--- src/rtl/swc_pkg.sv ---
package swc_pkg;
   localparam logic [7:0] OP_WREN = 8'h06;
   localparam logic [7:0] OP_WRSR = 8'h01;
   localparam logic [7:0] OP_RDSR = 8'h05;

   localparam int SR_WIP  = 0;
   localparam int SR_WEL  = 1;
   localparam int SR_BP_LO = 2;
   localparam int SR_BP_HI = 4;
   localparam int SR_SRWD = 7;

   localparam int BP_W = SR_BP_HI - SR_BP_LO + 1;

   localparam int WREN_BITS = 8;
   localparam int WRSR_BITS = 16;
endpackage

--- src/rtl/swc_sync.sv ---
module swc_sync #(
   parameter int         W       = 1,
   parameter int         STAGES  = 2,
   parameter logic [W-1:0] RST_VAL = '0
) (
   input  logic         clk,
   input  logic         rst_n,
   input  logic [W-1:0] d,
   output logic [W-1:0] q
);
   if (W < 1) begin : g_bad_w
      $error("swc_sync: W must be at least 1");
   end

   if (STAGES == 0) begin : g_bypass
      assign q = d;
   end else begin : g_chain
      logic [W-1:0] stage_q [STAGES];
      for (genvar s = 0; s < STAGES; s++) begin : g_stage
         if (s == 0) begin : g_first
            always_ff @(posedge clk or negedge rst_n) begin
               if (!rst_n) stage_q[s] <= RST_VAL;
               else        stage_q[s] <= d;
            end
         end else begin : g_next
            always_ff @(posedge clk or negedge rst_n) begin
               if (!rst_n) stage_q[s] <= RST_VAL;
               else        stage_q[s] <= stage_q[s-1];
            end
         end
      end
      assign q = stage_q[STAGES-1];
   end
endmodule

--- src/rtl/swc_rx.sv ---
module swc_rx #(
   parameter int CNT_W = 5
) (
   input  logic             clk,
   input  logic             rst_n,
   input  logic             cs_s,
   input  logic             sck_s,
   input  logic             mosi_s,
   output logic             frame_end,
   output logic             sck_fall,
   output logic [CNT_W-1:0] bit_cnt,
   output logic [2:0]       bit_pos,
   output logic             op_valid,
   output logic [7:0]       op_code,
   output logic [7:0]       last_byte
);
   localparam logic [CNT_W-1:0] CNT_MAX  = '1;
   localparam logic [CNT_W-1:0] CNT_OPND = CNT_W'(7);

   logic sck_q, cs_q, sck_rise;

   always_ff @(posedge clk or negedge rst_n) begin
      if (!rst_n) begin
         sck_q <= 1'b0;
         cs_q  <= 1'b1;
      end else begin
         sck_q <= sck_s;
         cs_q  <= cs_s;
      end
   end

   assign sck_rise  = sck_s & ~sck_q & ~cs_s;
   assign sck_fall  = ~sck_s & sck_q & ~cs_s;
   assign frame_end = cs_s & ~cs_q;

   always_ff @(posedge clk or negedge rst_n) begin
      if (!rst_n) begin
         bit_cnt   <= '0;
         bit_pos   <= '0;
         op_valid  <= 1'b0;
         op_code   <= '0;
         last_byte <= '0;
      end else if (cs_s) begin
         bit_cnt  <= '0;
         bit_pos  <= '0;
         op_valid <= 1'b0;
      end else if (sck_rise) begin
         last_byte <= {last_byte[6:0], mosi_s};
         bit_pos   <= bit_pos + 3'd1;
         if (bit_cnt != CNT_MAX) bit_cnt <= bit_cnt + 1'b1;
         if (bit_cnt == CNT_OPND) begin
            op_code  <= {last_byte[6:0], mosi_s};
            op_valid <= 1'b1;
         end
      end
   end
endmodule

--- src/rtl/swc_tx.sv ---
module swc_tx (
   input  logic       clk,
   input  logic       rst_n,
   input  logic       active,
   input  logic       sck_fall,
   input  logic [2:0] bit_pos,
   input  logic [7:0] status,
   output logic       miso
);
   logic [6:0] rest_q;
   logic       out_q;

   always_ff @(posedge clk or negedge rst_n) begin
      if (!rst_n) begin
         rest_q <= '0;
         out_q  <= 1'b0;
      end else if (!active) begin
         rest_q <= '0;
         out_q  <= 1'b0;
      end else if (sck_fall) begin
         if (bit_pos == 3'd0) begin
            out_q  <= status[7];
            rest_q <= status[6:0];
         end else begin
            out_q  <= rest_q[6];
            rest_q <= {rest_q[5:0], 1'b0};
         end
      end
   end

   assign miso = out_q;
endmodule

--- src/rtl/swc_busy.sv ---
module swc_busy #(
   parameter int CYCLES = 1000
) (
   input  logic clk,
   input  logic rst_n,
   input  logic start,
   output logic busy,
   output logic done
);
   localparam int CW = (CYCLES > 1) ? $clog2(CYCLES) : 1;
   localparam logic [CW-1:0] LOAD = CW'(CYCLES - 1);

   logic [CW-1:0] left_q;

   assign done = busy & (left_q == '0);

   always_ff @(posedge clk or negedge rst_n) begin
      if (!rst_n) begin
         busy   <= 1'b0;
         left_q <= '0;
      end else if (start && !busy) begin
         busy   <= 1'b1;
         left_q <= LOAD;
      end else if (done) begin
         busy <= 1'b0;
      end else if (busy) begin
         left_q <= left_q - 1'b1;
      end
   end
endmodule

--- src/rtl/spi_sr_wr_ctrl.sv ---
module spi_sr_wr_ctrl
   import swc_pkg::*;
#(
   parameter int BUSY_CYCLES = 1000,
   parameter int SYNC_STAGES = 2,
   parameter int CNT_W       = 5
) (
   input  logic            clk,
   input  logic            rst_n,
   input  logic            spi_cs_n,
   input  logic            spi_sck,
   input  logic            spi_mosi,
   input  logic            wp_n,
   output logic            spi_miso,
   output logic [BP_W-1:0] blk_prot,
   output logic            hw_locked
);
   if (BUSY_CYCLES < 1) begin : g_bad_busy
      $error("spi_sr_wr_ctrl: BUSY_CYCLES must be at least 1");
   end
   if ((1 << CNT_W) <= WRSR_BITS + 1) begin : g_bad_cnt
      $error("spi_sr_wr_ctrl: CNT_W too small to count a write-status frame");
   end

   localparam logic [CNT_W-1:0] N_WREN = CNT_W'(WREN_BITS);
   localparam logic [CNT_W-1:0] N_WRSR = CNT_W'(WRSR_BITS);

   logic cs_s, sck_s, mosi_s, wp_s;

   swc_sync #(.W(4), .STAGES(SYNC_STAGES), .RST_VAL(4'b1001)) u_sync (
      .clk   (clk),
      .rst_n (rst_n),
      .d     ({spi_cs_n, spi_sck, spi_mosi, wp_n}),
      .q     ({cs_s, sck_s, mosi_s, wp_s})
   );

   logic             frame_end, sck_fall, op_valid;
   logic [CNT_W-1:0] bit_cnt;
   logic [2:0]       bit_pos;
   logic [7:0]       op_code, data_byte;

   swc_rx #(.CNT_W(CNT_W)) u_rx (
      .clk       (clk),
      .rst_n     (rst_n),
      .cs_s      (cs_s),
      .sck_s     (sck_s),
      .mosi_s    (mosi_s),
      .frame_end (frame_end),
      .sck_fall  (sck_fall),
      .bit_cnt   (bit_cnt),
      .bit_pos   (bit_pos),
      .op_valid  (op_valid),
      .op_code   (op_code),
      .last_byte (data_byte)
   );

   logic            srwd_q, wel_q, wip;
   logic [BP_W-1:0] bp_q;
   logic            busy_done, hw_prot;
   logic            do_wren, wrsr_frame, do_commit;
   logic [7:0]      status_rd;

   assign hw_prot = srwd_q & ~wp_s;

   always_comb begin
      status_rd                  = '0;
      status_rd[SR_SRWD]         = srwd_q;
      status_rd[SR_BP_HI:SR_BP_LO] = bp_q;
      status_rd[SR_WEL]          = wel_q;
      status_rd[SR_WIP]          = wip;
   end

   assign do_wren    = frame_end & op_valid & (op_code == OP_WREN)
                     & (bit_cnt == N_WREN) & ~wip;
   assign wrsr_frame = frame_end & op_valid & (op_code == OP_WRSR)
                     & (bit_cnt == N_WRSR) & ~wip;
   assign do_commit  = wrsr_frame & wel_q & ~hw_prot;

   logic unused_data_bits;
   assign unused_data_bits = ^{data_byte[6:5], data_byte[1:0]};

   always_ff @(posedge clk or negedge rst_n) begin
      if (!rst_n) begin
         srwd_q <= 1'b0;
         bp_q   <= '0;
         wel_q  <= 1'b0;
      end else begin
         if (do_commit) begin
            srwd_q <= data_byte[SR_SRWD];
            bp_q   <= data_byte[SR_BP_HI:SR_BP_LO];
         end
         if (busy_done)    wel_q <= 1'b0;
         else if (do_wren) wel_q <= 1'b1;
      end
   end

   swc_busy #(.CYCLES(BUSY_CYCLES)) u_busy (
      .clk   (clk),
      .rst_n (rst_n),
      .start (do_commit),
      .busy  (wip),
      .done  (busy_done)
   );

   swc_tx u_tx (
      .clk      (clk),
      .rst_n    (rst_n),
      .active   (op_valid & (op_code == OP_RDSR)),
      .sck_fall (sck_fall),
      .bit_pos  (bit_pos),
      .status   (status_rd),
      .miso     (spi_miso)
   );

   assign blk_prot  = bp_q;
   assign hw_locked = hw_prot;
endmodule

--- config.mk ---
export PLATFORM = sky130hd
export DESIGN_NAME = spi_sr_wr_ctrl
export DESIGN_NICKNAME = d
export VERILOG_FILES = /design/src/rtl/swc_pkg.sv /design/src/rtl/swc_sync.sv /design/src/rtl/swc_rx.sv /design/src/rtl/swc_tx.sv /design/src/rtl/swc_busy.sv /design/src/rtl/spi_sr_wr_ctrl.sv
export SDC_FILE = /design/constraint.sdc
export NUM_CORES = 1
export LEC_CHECK = 0
export BUFFER_PORTS_ARGS = -buffer_cell sky130_fd_sc_hd__buf_2
export CORE_MARGIN = 2
export CORE_UTILIZATION = 55
export DETAILED_ROUTE_END_ITERATION = 7
export PLACE_DENSITY = 0.8
export SLEW_MARGIN = 30
export SYNTH_ARGS = -nofsm -noshare
export SYNTH_HDL_FRONTEND = slang
export SYNTH_SLANG_ARGS = --single-unit
--- constraint.sdc ---
create_clock -name clk -period 2.6 [get_ports clk]
set_input_delay 0 -clock clk [delete_from_list [all_inputs] [get_ports clk]]
set_output_delay 0 -clock clk [all_outputs]
set_load 0.02 [all_outputs]
==> flow_summary.ini <==
[setup_path]
cp_data_required_time_ns = 2.81
worst-path-max-fanout = 6
arrival_ns = 2.19
critPathKind = reg2reg
end_kind = flip-flop
crit_path_start_kind = flip-flop

[global_route]
grt_pass1_wl_mm = 7.58
grt_max_degree = 60
grt-ovfl-total = 0
antenna_found_initial = 0
grtUsageTotal = 0.190
grt_pass1_vias = 1652

[die]
die_area_um2 = 5380
ios = 11
rows = 25
die_y_um = 73.3
placeableCoreArea_um2 = 4690
die_w_um = 73.3
start_util = 0.563

[sta]
maxSlewViolCount = 0
setup_viol = 0
skew_ns = 0.0107
layout_min_cycle_time_ns = 1.98
tightest_slew_ns = 0.727
rsz0062_at_grt = no
tns_ns = 0
setup_ws_ns = 0.622
max_freq_mhz = 505
hold_viol_final = 0
period_share = 0.761
slew_headroom = 0.515

[synth]
synth_area_um2 = 2640
synth_area_per_cell_um2 = 11.9
synth.area.top_cells = dfrtp_1 51%, mux2_2 7.2%, dfstp_2 5.0%, nand2_1 4.5%, ha_1 3.3%
synthMuxAreaShare = 0.103
synth_cell_types = 44
synthSimpleGateAreaFrac = 0.210
yosysTopAreaCell = dfrtp_1
ys_async_sr_fraction = 1.00
synth_compound_area_frac = 0.0488
yosys_register_bits = 59
synth_flop_cell = dfrtp_1
synth_top_family_by_area = simple AND/OR/NAND/NOR gates
synth_xor_area_frac = 0.0199
ys_seq_area_frac = 0.561
synth_top_area_frac = 0.511
syn_inst = 222
synth_edf_count = 0
synth_fa_ha_area_frac = 0.0331
yosys_warnings = 0
synth_nets = 235

[drt]
viasPerCell = 5.53
detail_route.iter0.violations = 114
dr.pass1.iters = 4
num_vias = 1688
drt_wl_total_mm = 4.55
wl_per_cell_um = 14.9
postRouteAntennaNets = 0
drc = 0

[power]
intPower_mw = 1.41
power_frac_seq = 0.555
cellLeakagePower_nw = 1.41
sw_frac_of_total = 0.245
p_sw_mw = 0.458
pwr-share-comb = 0.061
powerDensity_nw_per_um2 = 628
clockPowerShare = 0.384
irDropWorstVdd_uv = 482

[final_layout]
fillers = 344
area_growth_pct = 12.5
multiInputGateArea_um2 = 1100
final_common_cell = dfrtp_1
final_cell_mix = 54 x dfrtp_1, 32 x nand2_1, 22 x nor2_1
layout.nets = 259
drive_above_1_share = 0.263
n_antenna_cell = 0
regArea_um2 = 1480

[min_path]
hold_class = in2reg

[cts]
path_clk_slew_ns = 0.07
cts.path.max_buffers = 2
cts_inserted_buffers = 9
clock-sinks = 59
htreeDepth = 3
cts_root_buf = clkbuf_8
cts_setup_buffers = 0
cts_resized = 0
clkLatencyLatePin_ns = 0.33
cts_tree = built

[place]
dpl.hpwl_mm = 3.00
gp_congestion = 0.858
numPortBuffers = 10
dp_slack_ns = 0.634

[flow_run]
drv_cap = 0

[outcome]
status = finished, final reports clean
-- power by group through the flow --
stage	clock [mW]	combinational (mW)	sequential (mW)
after CTS	0.737	0.117	1.04
after floorplan	0	0.0788	1.03
final	0.718	0.114	1.04
after global placement	0	0.106	1.05
after detailed placement	0	0.110	1.06
after global routing	0.790	0.127	1.05
-- cell families after synthesis --
logic type | count (synthesis)
and+or+nand+nor | 94
buffers and inverters | 15
adders and majority gates | 7
xor gates and xnor gates | 6
muxes | 23
DFF | 59
AOI/OAI and AO/OA | 18
-- per-layer routing --
metal	track usage	vias to the layer above	part of all wire
met5	0	-	0
met4	0.0788	0	0.013
met3	0.0700	6	0.037
met2	0.293	32	0.48
met1	0.243	834	0.47
li1	-	816	-
-- synth_stat cells, types with 2 or more instances --
master and count:
dfrtp_1 54, nand2_1 32, nor2_1 22, mux2_2 17, inv_1 11, nand3_1 10, ha_1 7, a21oi_1 5
a311oi_1 5, dfstp_2 5, mux2_4 4, nor2b_1 4, buf_2 3, nor3b_2 3, xnor2_1 3, xor2_1 3
a31oi_1 2, and3_1 2, mux2i_1 2, nand4_1 2, nand4_4 2, nand4bb_1 2
-- layout make-up --
| cell class | instances | area share |
|---|---|---|
| Clock inverter | 5 | 0.0101 |
| Clock buffer | 11 | 0.0475 |
| Inverter | 11 | 0.0139 |
| Multi-Input combinational cell | 148 | 0.369 |
| Timing Repair Buffer | 17 | 0.0387 |
| Tap cell | 54 | 0.0227 |
| Sequential cell | 59 | 0.499 |
-- flip-flops by register name (all words and copies together) (netlist names) --
signal	count
u_rx.last_byte	8
u_rx.sck_q	1
u_rx.bit_cnt	5
blk_prot	3
u_busy.left_q	10
u_rx.cs_q	1
u_rx.op_valid	1
wel_q	1
u_tx.miso	1
u_rx.op_code	8
u_sync.g_chain.stage_q	4
u_rx.bit_pos	3
u_tx.rest_q	7
u_sync.q	4
srwd_q	1
u_busy.busy	1
-- metrics by stage --
stage          instance area [um2]  hold slack [ns]  power (mW)  std cells   util
6_report                      2970            0.309        1.87        305  0.634
5_1_grt                       2970            0.290        1.96        305  0.634
4_1_cts                       2970            0.292        1.89        305  0.634
3_5_place_dp                  2750            0.107        1.17        284  0.587
3_3_place_gp                  2750            0.104        1.15        284  0.587
2_1_floorplan                 2640           -0.296        1.11        222      -
-- critical path: stages (launching register included) --
cell and delay (ns):
dfrtp_1 0.42, ha_1 0.27, and3_1 0.20, ha_1 0.18
nor3b_2 0.40, nand4_1 0.19, xor2_1 0.16, nor2_1 0.05
-- final timing paths --
| path | slack [ns] | depth (start not counted) | start | end |
|---|---|---|---|---|
| setup / recovery | 0.62 | 7 | u_rx.bit_cnt[0] | u_rx.bit_cnt[3] |
| hold / removal | 0.31 | 2 | wp_n | u_sync.g_chain.stage_q[4] |
| setup reg to reg | 0.62 | 7 | u_rx.bit_cnt[0] | u_rx.bit_cnt[3] |
| hold reg to reg | 0.35 | 0 | u_sync.g_chain.stage_q[6] | u_sync.q[2] |
| max in group asynchronous | 1.77 | 3 | rst_n | u_rx.bit_cnt[3] |
| min in group asynchronous | 0.34 | 3 | rst_n | u_tx.rest_q[3] |
-- repair_timing --
action | CTS | global route
endpoints found under the setup margin | 0 | 0
hold buffers | 5 | 0
endpoints found under the hold margin | 58 | 0
(Power assumes the default switching activity.)
